## config.mk

```make
export PLATFORM = sky130hd
export DESIGN_NAME = dma_irq_status_reg
export DESIGN_NICKNAME = d
export VERILOG_FILES = /design/src/rtl/dma_irq_pkg.sv /design/src/rtl/dma_irq_sticky_bank.sv /design/src/rtl/dma_irq_summary.sv /design/src/rtl/dma_irq_en_reg.sv /design/src/rtl/dma_irq_status_reg.sv
export SDC_FILE = /design/constraint.sdc
export NUM_CORES = 1
export LEC_CHECK = 0
export BUFFER_PORTS_ARGS = -buffer_cell sky130_fd_sc_hd__buf_2
export CAP_MARGIN = 0
export CORE_MARGIN = 1
export CORE_UTILIZATION = 44
export CTS_CLUSTER_SIZE = 12
export DETAILED_ROUTE_END_ITERATION = 8
export PLACE_DENSITY = 0.8
export SETUP_SLACK_MARGIN = 0.4
export SLEW_MARGIN = 25
export SYNTH_ARGS = -nofsm -noshare
export SYNTH_HDL_FRONTEND = slang
export SYNTH_SLANG_ARGS = --single-unit
```

## constraint.sdc

```tcl
create_clock -name clk -period 1.51 [get_ports clk]
set_input_delay 0.151 -clock clk [delete_from_list [all_inputs] [get_ports clk]]
set_output_delay 0.151 -clock clk [all_outputs]
set_load 0.01 [all_outputs]
```

## src/rtl/dma_irq_pkg.sv

```systemverilog
package dma_irq_pkg;
  localparam int DATA_W  = 32;
  localparam int EV_W    = 15;
  localparam int AIS_BIT = 15;
  localparam int NIS_BIT = 16;
  localparam int RXS_LSB = 17;
  localparam int RXS_W   = 3;
  localparam int EN_W    = NIS_BIT + 1;

  // group membership of the event positions
  localparam logic [EV_W-1:0] NORMAL_MASK = 15'h4045; // 0,2,6,14
  localparam logic [EV_W-1:0] ABN_MASK    = 15'h27BA; // 1,3,4,5,7,8,9,10,13
  localparam logic [EV_W-1:0] EV_IMPL     = NORMAL_MASK | ABN_MASK;
  localparam logic [EN_W-1:0] EN_IMPL     = {2'b11, EV_IMPL};

  typedef enum logic [RXS_W-1:0] {
    RXS_STOPPED   = 3'd0,
    RXS_FETCH     = 3'd1,
    RXS_RSVD      = 3'd2,
    RXS_WAIT_PKT  = 3'd3,
    RXS_SUSPENDED = 3'd4,
    RXS_CLOSE     = 3'd5,
    RXS_TSTAMP    = 3'd6,
    RXS_XFER      = 3'd7
  } rx_state_e;
endpackage

```

## src/rtl/dma_irq_sticky_bank.sv

```systemverilog
module dma_irq_sticky_bank #(
  parameter int               W    = 15,
  parameter logic [W-1:0]     IMPL = '1
) (
  input  logic         clk,
  input  logic         rst_n,
  input  logic [W-1:0] set_i,
  input  logic [W-1:0] clr_i,
  output logic [W-1:0] q_o
);
  for (genvar i = 0; i < W; i++) begin : g_bit
    if (IMPL[i]) begin : g_impl
      logic q_q, q_d;
      // set has priority so a pulse is never lost
      always_comb begin
        q_d = q_q;
        if (clr_i[i]) q_d = 1'b0;
        if (set_i[i]) q_d = 1'b1;
      end
      always_ff @(posedge clk or negedge rst_n) begin
        if (!rst_n) q_q <= 1'b0;
        else        q_q <= q_d;
      end
      assign q_o[i] = q_q;
    end else begin : g_rsvd
      logic unused_b;
      assign unused_b = set_i[i] ^ clr_i[i];
      assign q_o[i]   = 1'b0;
    end
  end
endmodule

```

## src/rtl/dma_irq_summary.sv

```systemverilog
module dma_irq_summary
  import dma_irq_pkg::*;
(
  input  logic            clk,
  input  logic            rst_n,
  input  logic [EV_W-1:0] stat_i,
  input  logic [EV_W-1:0] en_i,
  input  logic            clr_nis_i,
  input  logic            clr_ais_i,
  output logic            nis_o,
  output logic            ais_o
);
  logic nis_q, ais_q, nis_d, ais_d;
  logic nis_hit, ais_hit;

  always_comb begin
    nis_hit = |(stat_i & en_i & NORMAL_MASK);
    ais_hit = |(stat_i & en_i & ABN_MASK);
    nis_d   = nis_q;
    ais_d   = ais_q;
    if (clr_nis_i) nis_d = 1'b0;
    if (clr_ais_i) ais_d = 1'b0;
    if (nis_hit)   nis_d = 1'b1;
    if (ais_hit)   ais_d = 1'b1;
  end

  always_ff @(posedge clk or negedge rst_n) begin
    if (!rst_n) begin
      nis_q <= 1'b0;
      ais_q <= 1'b0;
    end else begin
      nis_q <= nis_d;
      ais_q <= ais_d;
    end
  end

  assign nis_o = nis_q;
  assign ais_o = ais_q;
endmodule

```

## src/rtl/dma_irq_en_reg.sv

```systemverilog
module dma_irq_en_reg #(
  parameter int           W    = 17,
  parameter logic [W-1:0] IMPL = '1
) (
  input  logic         clk,
  input  logic         rst_n,
  input  logic         we_i,
  input  logic [W-1:0] wdata_i,
  output logic [W-1:0] q_o
);
  for (genvar i = 0; i < W; i++) begin : g_bit
    if (IMPL[i]) begin : g_impl
      logic q_q, q_d;
      always_comb begin
        q_d = q_q;
        if (we_i) q_d = wdata_i[i];
      end
      always_ff @(posedge clk or negedge rst_n) begin
        if (!rst_n) q_q <= 1'b0;
        else        q_q <= q_d;
      end
      assign q_o[i] = q_q;
    end else begin : g_rsvd
      logic unused_b;
      assign unused_b = wdata_i[i];
      assign q_o[i]   = 1'b0;
    end
  end
endmodule

```

## src/rtl/dma_irq_status_reg.sv

```systemverilog
module dma_irq_status_reg
  import dma_irq_pkg::*;
#(
  parameter int                ADDR_W    = 4,
  parameter logic [ADDR_W-1:0] STAT_OFFS = 4'h0,
  parameter logic [ADDR_W-1:0] EN_OFFS   = 4'h4
) (
  input  logic              clk,
  input  logic              rst_n,
  input  logic              wr_en_i,
  input  logic [ADDR_W-1:0] addr_i,
  input  logic [DATA_W-1:0] wdata_i,
  output logic [DATA_W-1:0] rdata_o,
  input  logic [EV_W-1:0]   ev_pulse_i,
  input  logic [RXS_W-1:0]  rx_state_i,
  output logic              irq_o
);
  logic              stat_we, en_we;
  logic [EV_W-1:0]   stat_clr;
  logic [EV_W-1:0]   stat_q;
  logic [EN_W-1:0]   en_q;
  logic              nis_q, ais_q;
  logic [DATA_W-1:0] stat_word, en_word;
  logic              unused_wdata;

  assign stat_we  = wr_en_i && (addr_i == STAT_OFFS);
  assign en_we    = wr_en_i && (addr_i == EN_OFFS);
  assign stat_clr = stat_we ? wdata_i[EV_W-1:0] : '0;
  assign unused_wdata = ^wdata_i[DATA_W-1:EN_W];

  dma_irq_sticky_bank #(.W(EV_W), .IMPL(EV_IMPL)) u_events (
    .clk   (clk),
    .rst_n (rst_n),
    .set_i (ev_pulse_i),
    .clr_i (stat_clr),
    .q_o   (stat_q)
  );

  dma_irq_summary u_summary (
    .clk       (clk),
    .rst_n     (rst_n),
    .stat_i    (stat_q),
    .en_i      (en_q[EV_W-1:0]),
    .clr_nis_i (stat_we && wdata_i[NIS_BIT]),
    .clr_ais_i (stat_we && wdata_i[AIS_BIT]),
    .nis_o     (nis_q),
    .ais_o     (ais_q)
  );

  dma_irq_en_reg #(.W(EN_W), .IMPL(EN_IMPL)) u_enable (
    .clk     (clk),
    .rst_n   (rst_n),
    .we_i    (en_we),
    .wdata_i (wdata_i[EN_W-1:0]),
    .q_o     (en_q)
  );

  always_comb begin
    stat_word                      = '0;
    stat_word[EV_W-1:0]            = stat_q;
    stat_word[AIS_BIT]             = ais_q;
    stat_word[NIS_BIT]             = nis_q;
    stat_word[RXS_LSB +: RXS_W]    = rx_state_i;
    en_word                        = '0;
    en_word[EN_W-1:0]              = en_q;
  end

  always_comb begin
    if (addr_i == STAT_OFFS)    rdata_o = stat_word;
    else if (addr_i == EN_OFFS) rdata_o = en_word;
    else                        rdata_o = '0;
  end

  assign irq_o = (nis_q & en_q[NIS_BIT]) | (ais_q & en_q[AIS_BIT]);
endmodule

```

* After elaboration in Yosys (flattened, before gate mapping) *
Index checks and enable logic that the tools add are counted.
Widths: inputs -> output; s select.

storage, ports and cells
  bits in registers = 30
  input port bits = 57
  output and inout bits = 33

cells by class
  eq/ne operators = 1
  multiplexer cells = 33
  bitwise logic cells = 4
  reductions and logical operators = 22

operators with widths
  kind                count
  $mux 1              30
  $reduce_bool 2->1   15
  $mux 20             1
  $mux 17             1
  $and 15x15->15      1
  $mux 15             1
  $reduce_or 9->1     1
  $eq 4x3->1 const B  1
  $logic_and 1x1->1   4
  $logic_not 4->1     1
  $reduce_or 4->1     1
  $and 1x1->1         2
  $or 1x1->1          1

* Depth between registers and ports, before layout *
Gate-level depths: netlist of the first run.

  word-level depth = 5
  gate-level depth with buffers = 4
  mapped depth without buffers = 3

* Modules after synthesis *
From an unflattened synthesis of the first run, not the netlist that was laid out.

second synthesis, totals
  cells, all modules = 198
  area, all modules = 2014.4 um^2

by module, submodules not included
  module               instances  cells an instance  area each (um^2)  sequential area each (um^2)
  dma_irq_en_reg       1          50                 744.5             375.4
  dma_irq_sticky_bank  1          55                 588.1             325.3
  dma_irq_status_reg   1          80                 550.5             0.0
  dma_irq_summary      1          13                 131.4             50.0

* Worst setup path after synthesis of the first run *
Ideal clock, no wire load.

  path type = input -> output
  start point = in addr_i[3]
  end point = out rdata_o[10]
  arrival time = 1.029 ns
  data required time = 1.359 ns
  path slack = 0.330 ns
  stages on the path = 3
  buffers on the path = 1
  path through = nor4_4 buf_2 a22o_1

on the way
  word-level cells in the longest chain between the ends = 3
  elaborated cells between the ends (all ways) = 4

ends and longest elaborated chain
  what         line                      source
  from (decl)  dma_irq_status_reg.sv:11  input logic [ADDR_W-1:0] addr_i,
  $eq 4x3->1   dma_irq_status_reg.sv:70  else if (addr_i == EN_OFFS) rdata_o = en_word;
  $mux 17      dma_irq_status_reg.sv:70
  $mux 20 (*)  dma_irq_status_reg.sv:69  if (addr_i == STAT_OFFS) rdata_o = stat_word;
  to (decl)    dma_irq_status_reg.sv:13  output logic [DATA_W-1:0] rdata_o,

Mark *: on every way between the ends. The rest lies on a longest branch, timed or not.

* Worst setup path after layout of the first run *
  start point = reg u_enable.g_bit[10].g_impl.q_q
  end point = reg u_summary.ais_q (netlist: u_summary.ais_o)

on the way
  word-level cells in the longest chain between the ends = 3
  elaborated cells between the ends (all ways) = 4

ends and longest elaborated chain
  what                                                line                   source
  from (decl)                                         dma_irq_en_reg.sv:13   logic q_q, q_d;
  from (signal assigned)                              dma_irq_en_reg.sv:20   else q_q <= q_d;
  $and 15x15->15 (*)                                  dma_irq_summary.sv:18  ais_hit = |(stat_i & en_i & ABN_MASK);
  $reduce_or 9->1 (*)                                 dma_irq_summary.sv:18
  $mux 1 / $reduce_bool 2->1 (equally long branches)  n/a
  to (signal assigned)                                dma_irq_summary.sv:33  ais_q <= ais_d;
  to (decl)                                           dma_irq_summary.sv:13  logic nis_q, ais_q, nis_d, ais_d;

Marked as above.
A chain may end at the register's enable or synchronous reset.

==> results of run 1 <==
[kinds of logic (layout without fill, tap and decap cells)]
logic type,count (synthesis),in the layout,synth area share
AOI/OAI and AO/OA,37,37,0.191
DFF,30,30,0.472
and+or+nand+nor,25,25,0.120
buffers and inverters,19,109,0.0850
muxes,15,15,0.130
other,1,14,0.00236
[critical path, stage by stage (launching register included)]
cell and delay [ns]:
dfrtp_1 0.41, a222oi_1 0.42, nand3_1 0.16, a211o_1 0.25
[area by class of cell]
cell class,count,area [um^2]
clock buffers,7,55.1
clock inverters,1,5.00
well taps,46,57.6
fillers,227,1000
multi-input cells,91,769
flip-flops and latches,30,751
repair buffers,101,751
[state kept, by name (all words and copies together), names as in the netlist]
register	count
u_enable.g_bit.g_impl.q_q	15
u_events.g_bit.g_impl.q_q	13
u_summary.ais_o	1
u_summary.nis_o	1
[worst min-delay path by stage]
stage / endpoint / slack (ns) / cells after the start
2_1_floorplan: u_enable.g_bit[0].g_impl.q_q / -0.14 / 0
3_3_place_gp: u_events.g_bit[0].g_impl.q_q / 0.22 / 1
3_5_place_dp: u_events.g_bit[2].g_impl.q_q / 0.21 / 1
4_1_cts: u_enable.g_bit[6].g_impl.q_q / 0.04 / 2
5_1_grt: u_enable.g_bit[13].g_impl.q_q / 0.05 / 2
6_report: u_enable.g_bit[4].g_impl.q_q / 0.05 / 2
[through the flow]
step | hold slack [ns] | cell area [um^2] | power [mW] | util | setup slack, ns
finish | 0.0487 | 2390 | 2.04 | 0.705 | 0.168
global route | 0.0546 | 2390 | 2.12 | 0.705 | 0.162
CTS | 0.0420 | 2240 | 1.94 | 0.660 | 0.238
detailed placement | 0.214 | 1910 | 1.37 | 0.563 | 0.162
global placement | 0.223 | 1910 | 1.37 | 0.563 | 0.173
floorplan | -0.145 | 1650 | 1.25 | - | 0.341
[layer usage]
metal,up-vias,global-route usage
met3,19,0.0642
met2,98,0.397
met4,0,0.111
li1,660,-
met5,-,0
met1,733,0.267
[synthesized netlist by cell type, drive strengths merged]
| cell type | count | area [um^2] |
|---|---|---|
| dfrtp | 30 | 751 |
| buf | 18 | 131 |
| a22o | 17 | 149 |
| nand3 | 16 | 80.1 |
| mux2 | 15 | 206 |
| a21o | 14 | 105 |
| a22oi | 4 | 30.0 |
| and2 | 3 | 18.8 |
| a211o | 1 | 8.76 |
| a222oi | 1 | 10.0 |
| clkbuf | 1 | 3.75 |
| conb | 1 | 3.75 |
| nand2 | 1 | 3.75 |
| nand3b | 1 | 20.0 |
| nor2 | 1 | 3.75 |
| nor3b | 1 | 18.8 |
| nor4 | 1 | 21.3 |
| nor4b | 1 | 23.8 |
[power groups by stage]
stage               registers (mW)  logic [mW]  clock network, mW
detailed placement           0.994       0.381                  0
global placement             0.991       0.374                  0
finish                       0.988       0.531              0.518
CTS                          0.974       0.453              0.514
global route                 0.995       0.565              0.559
floorplan                    0.973       0.273                  0
[what timing repair did]
item,CTS,global route
gates resized for setup,7,17
hold buffers,14,0
pin swaps,9,11
buffers inserted,14,8
hold endpoints to repair,43,0
setup endpoints to repair,20,21
cloned,0,1
==> flow_metrics.env, run 1 <==
export IMPL_final_nets=286
export IMPL_p_clk_frac=0.254
export IMPL_final_antenna_net_count=0
export IMPL_htreeDepth=2
export IMPL_crit_start="u_enable.g_bit[10].g_impl.q_q"
export IMPL_cts_sinks=30
export IMPL_path_clk_slew_ns=0.11
export IMPL_relSlewSlack=0.547
export IMPL_worstMarginPinSlew_ns=0.680
export IMPL_reg2regPathDepth=3
export IMPL_vias=1510
export IMPL_finalSetupViolations=0
export IMPL_ys_types=21
export IMPL_top_level_ports=90
export IMPL_drive_gt1_frac=0.513
export IMPL_wirelength_um=4800
export IMPL_combPwrFrac=0.261
export IMPL_p_seq_frac=0.485
export IMPL_synthCells=127
export IMPL_clock_latency_ns=0.35
export IMPL_hold_class="primary input to register"
export IMPL_cap_violations=0
export IMPL_syn_avg_cell_area_um2=12.5
export IMPL_rows=21
export IMPL_required_ns=1.74
export IMPL_finalCriticalPeriod_ns=1.34
export IMPL_path_class="register to register"
export IMPL_fin_worst_skew_ns=0.0133
export IMPL_grt_pass1_vias=1367
export IMPL_drtIter0Drc=70
export IMPL_port_buffers=56
export IMPL_numCtsBuffers=5
export IMPL_vias_per_cell=5.47
export IMPL_syn_to_final_growth_pct=50.3
export IMPL_die_x_um=62.1
export IMPL_antenna_found_initial=0
export IMPL_root_buffer="clkbuf_4"
export IMPL_dieHeight_um=62.1
export IMPL_layout_commonest_cell="buf_2"
export IMPL_cp_max_fo=3
export IMPL_dp_cells=231
export IMPL_power_density_nw_per_um2=853
export IMPL_gp_congestion=0.762
export IMPL_dr_max_layer_used="met4"
export IMPL_grt_pass1_wl_um=6190
export IMPL_reg2reg_slack_ns=0.17
export IMPL_drc_errors=0
export IMPL_tns_ns=0
export IMPL_finalHoldViolCount=0
export IMPL_cts_tree="yes"
export IMPL_drt_first_pass_iters=4
export IMPL_synth_seq_cells=30
export IMPL_gr_total_overflow=0
export IMPL_syn_area_um2=1590
export IMPL_p_leak_nw=1.15
export IMPL_crit_path_end="u_summary.ais_o"
export IMPL_switching_share=0.290
export IMPL_yosys_warnings=0
export IMPL_hp_start="wdata_i[4]"
export IMPL_status="completed"
export IMPL_slew_violations=0
export IMPL_met1_length_um=1820
export IMPL_rsz0062_at_grt="true"
export IMPL_vdd_drop_max_mv=0.591
export IMPL_cts_buffer_depth=2
export IMPL_final_cell_mix="buf_2, dfrtp_1, buf_4"
export IMPL_wl_met2_um=2440
export IMPL_wl_per_cell_um=17.4
export IMPL_hpwl_um=2500
export IMPL_crit_arrival_ns=1.57
export IMPL_grt_max_degree=31
export IMPL_p_int_mw=1.45
export IMPL_timing_rr_end="u_summary.ais_o"
export IMPL_min_period_over_period=0.889
export IMPL_coreArea_um2=3390
export IMPL_yosysSeqAreaShare=0.472
export IMPL_initial_core_util=0.469
export IMPL_timing_fmax_mhz=745
export IMPL_track_usage=0.232
export IMPL_switchingPower_uw=591
export IMPL_wl_met3_um=391
export IMPL_critPathCaptureType="register"
export IMPL_antennaDiodeCount=0
export IMPL_critPathLaunchType="register"
export IMPL_reg2reg_from="u_enable.g_bit[10].g_impl.q_q"
export IMPL_final_cells=276
export IMPL_die_area_um2=3860
No activity file was read; power rests on OpenSTA's default activity.
==> run 2, diff against run 1 <==
- CORE_UTILIZATION: 44 -> 47
- CTS_CLUSTER_DIAMETER: default -> 120
- SYNTH_HIERARCHICAL: default -> 1
==> flow_metrics.env, run 2 <==
export IMPL_status="completed"
export IMPL_gp_congestion=0.776
export IMPL_vias=1491
export IMPL_antennaDiodeCount=0
export IMPL_yosys_warnings=6
export IMPL_drtIter0Drc=48
export IMPL_top_regs="u_enable/g_bit.g_impl.q_q: 15 flops, u_events/g_bit.g_impl.q_q: 13 flops"
export IMPL_regMostFlops="u_enable/g_bit.g_impl.q_q"
export IMPL_finalHoldViolCount=0
export IMPL_critPathLaunchType="primary input"
export IMPL_relSlewSlack=0.549
export IMPL_min_period_over_period=0.825
export IMPL_slew_violations=0
export IMPL_path_clk_slew_ns=0.06
export IMPL_wl_per_cell_um=15.0
export IMPL_cts_buffer_depth=2
export IMPL_final_cell_mix="buf_2, dfrtp_1, buf_4"
export IMPL_path_class="primary input to output pin"
export IMPL_vdd_drop_max_mv=0.495
export IMPL_critPathCaptureType="output pin"
export IMPL_hold_class="primary input to register"
export IMPL_rows=23
export IMPL_hpwl_um=2810
export IMPL_dieHeight_um=67.3
export IMPL_cts_sinks=30
export IMPL_synthCells=196
export IMPL_syn_area_um2=2000
export IMPL_final_util=0.644
export IMPL_die_x_um=67.3
export IMPL_antenna_found_initial=0
export IMPL_reg2reg_from="u_enable/g_bit[14].g_impl.q_q"
export IMPL_drive_gt1_frac=0.545
export IMPL_hold_path_depth=2
export IMPL_power_density_nw_per_um2=877
export IMPL_gr_total_overflow=0
export IMPL_p_leak_nw=1.29
export IMPL_required_ns=1.36
export IMPL_finalCriticalPeriod_ns=1.25
export IMPL_syn_avg_cell_area_um2=10.2
export IMPL_grt_max_degree=31
export IMPL_crit_arrival_ns=1.09
export IMPL_timing_fmax_mhz=803
export IMPL_track_usage=0.203
export IMPL_initial_core_util=0.493
export IMPL_crit_start="addr_i[3]"
export IMPL_reg2regPathDepth=3
export IMPL_final_antenna_net_count=0
export IMPL_htreeDepth=2
export IMPL_root_buffer="clkbuf_8"
export IMPL_syn_to_final_growth_pct=30.6
export IMPL_grt_pass1_vias=1413
export IMPL_drt_first_pass_iters=4
export IMPL_design_area_um2=2610
export IMPL_hold_path_end="u_events/g_bit[3].g_impl.q_q"
export IMPL_timing_rr_end="u_summary/nis_o"
export IMPL_numCtsBuffers=5
export IMPL_final_nets=313
export IMPL_cts_tree="yes"
export IMPL_grt_pass1_wl_um=6580
export IMPL_layout_commonest_cell="buf_2"
export IMPL_tns_ns=0
export IMPL_worstMarginPinSlew_ns=0.677
export IMPL_die_area_um2=4520
export IMPL_rsz0062_at_grt="true"
export IMPL_fin_worst_skew_ns=0.00250
export IMPL_cap_violations=0
export IMPL_vias_per_cell=4.89
export IMPL_clock_latency_ns=0.28
export IMPL_largest_register_ffs=15
export IMPL_reg2reg_slack_ns=0.41
export IMPL_drc_errors=0
export IMPL_finalSetupViolations=0
export IMPL_power_mw=2.29
export IMPL_cp_max_fo=5
export IMPL_hp_start="ev_pulse_i[3]"
export IMPL_place_area_um2=2060
export IMPL_port_buffers=56
export IMPL_wirelength_um=4560
export IMPL_coreArea_um2=4060
export IMPL_top_level_ports=90
## run 2: repair_timing
item | CTS | global route
resized for setup | 35 | 10
endpoints found under the setup margin | 19 | 21
endpoints found under the hold margin | 30 | 0
pin swaps | 16 | 11
hold buffers | 1 | 0
gates cloned | 2 | 0
buffers inserted | 13 | 13
## run 2: final cells by class
cell class,count,area [um^2]
fill,309,1440
multi-input combinational,111,956
sequential,30,751
timing repair buffer,93,706
clock buffer,6,82.6
tap,50,62.6
inverter,15,56.3
## run 2: worst max path at each step
stage,end,cells after the start
5_1_grt,rdata_o[8],3
4_1_cts,rdata_o[2],5
3_5_place_dp,u_enable/g_bit[9].g_impl.q_q,5
3_3_place_gp,u_enable/g_bit[7].g_impl.q_q,5
6_report,rdata_o[5],5
2_1_floorplan,u_enable/g_bit[0].g_impl.q_q,5
## run 2: metal layers
layer,routed length [um],global-route usage
met5,0,0
met1,1920,0.248
met3,180,0.0321
met4,59,0.0798
met2,2400,0.354
## run 2: per-stage QoR
step | hold WS (ns) | setup WS (ns) | instances
2_1_floorplan | -0.145 | 0.237 | 209
3_3_place_gp | 0.218 | 0.195 | 270
3_5_place_dp | 0.217 | 0.177 | 270
4_1_cts | 0.0487 | 0.286 | 292
5_1_grt | 0.0525 | 0.224 | 305
6_report | 0.0488 | 0.265 | 305
## run 2: power breakdown
part           switching (mW)  internal [mW]
clock                   0.278          0.351
combinational           0.268          0.406
sequential             0.0861          0.903
## run 2: critical path: stages
cell	delay [ns]
buf_6	0.09
or3_4	0.45
buf_12	0.18
nor2_4	0.11
buf_6	0.11
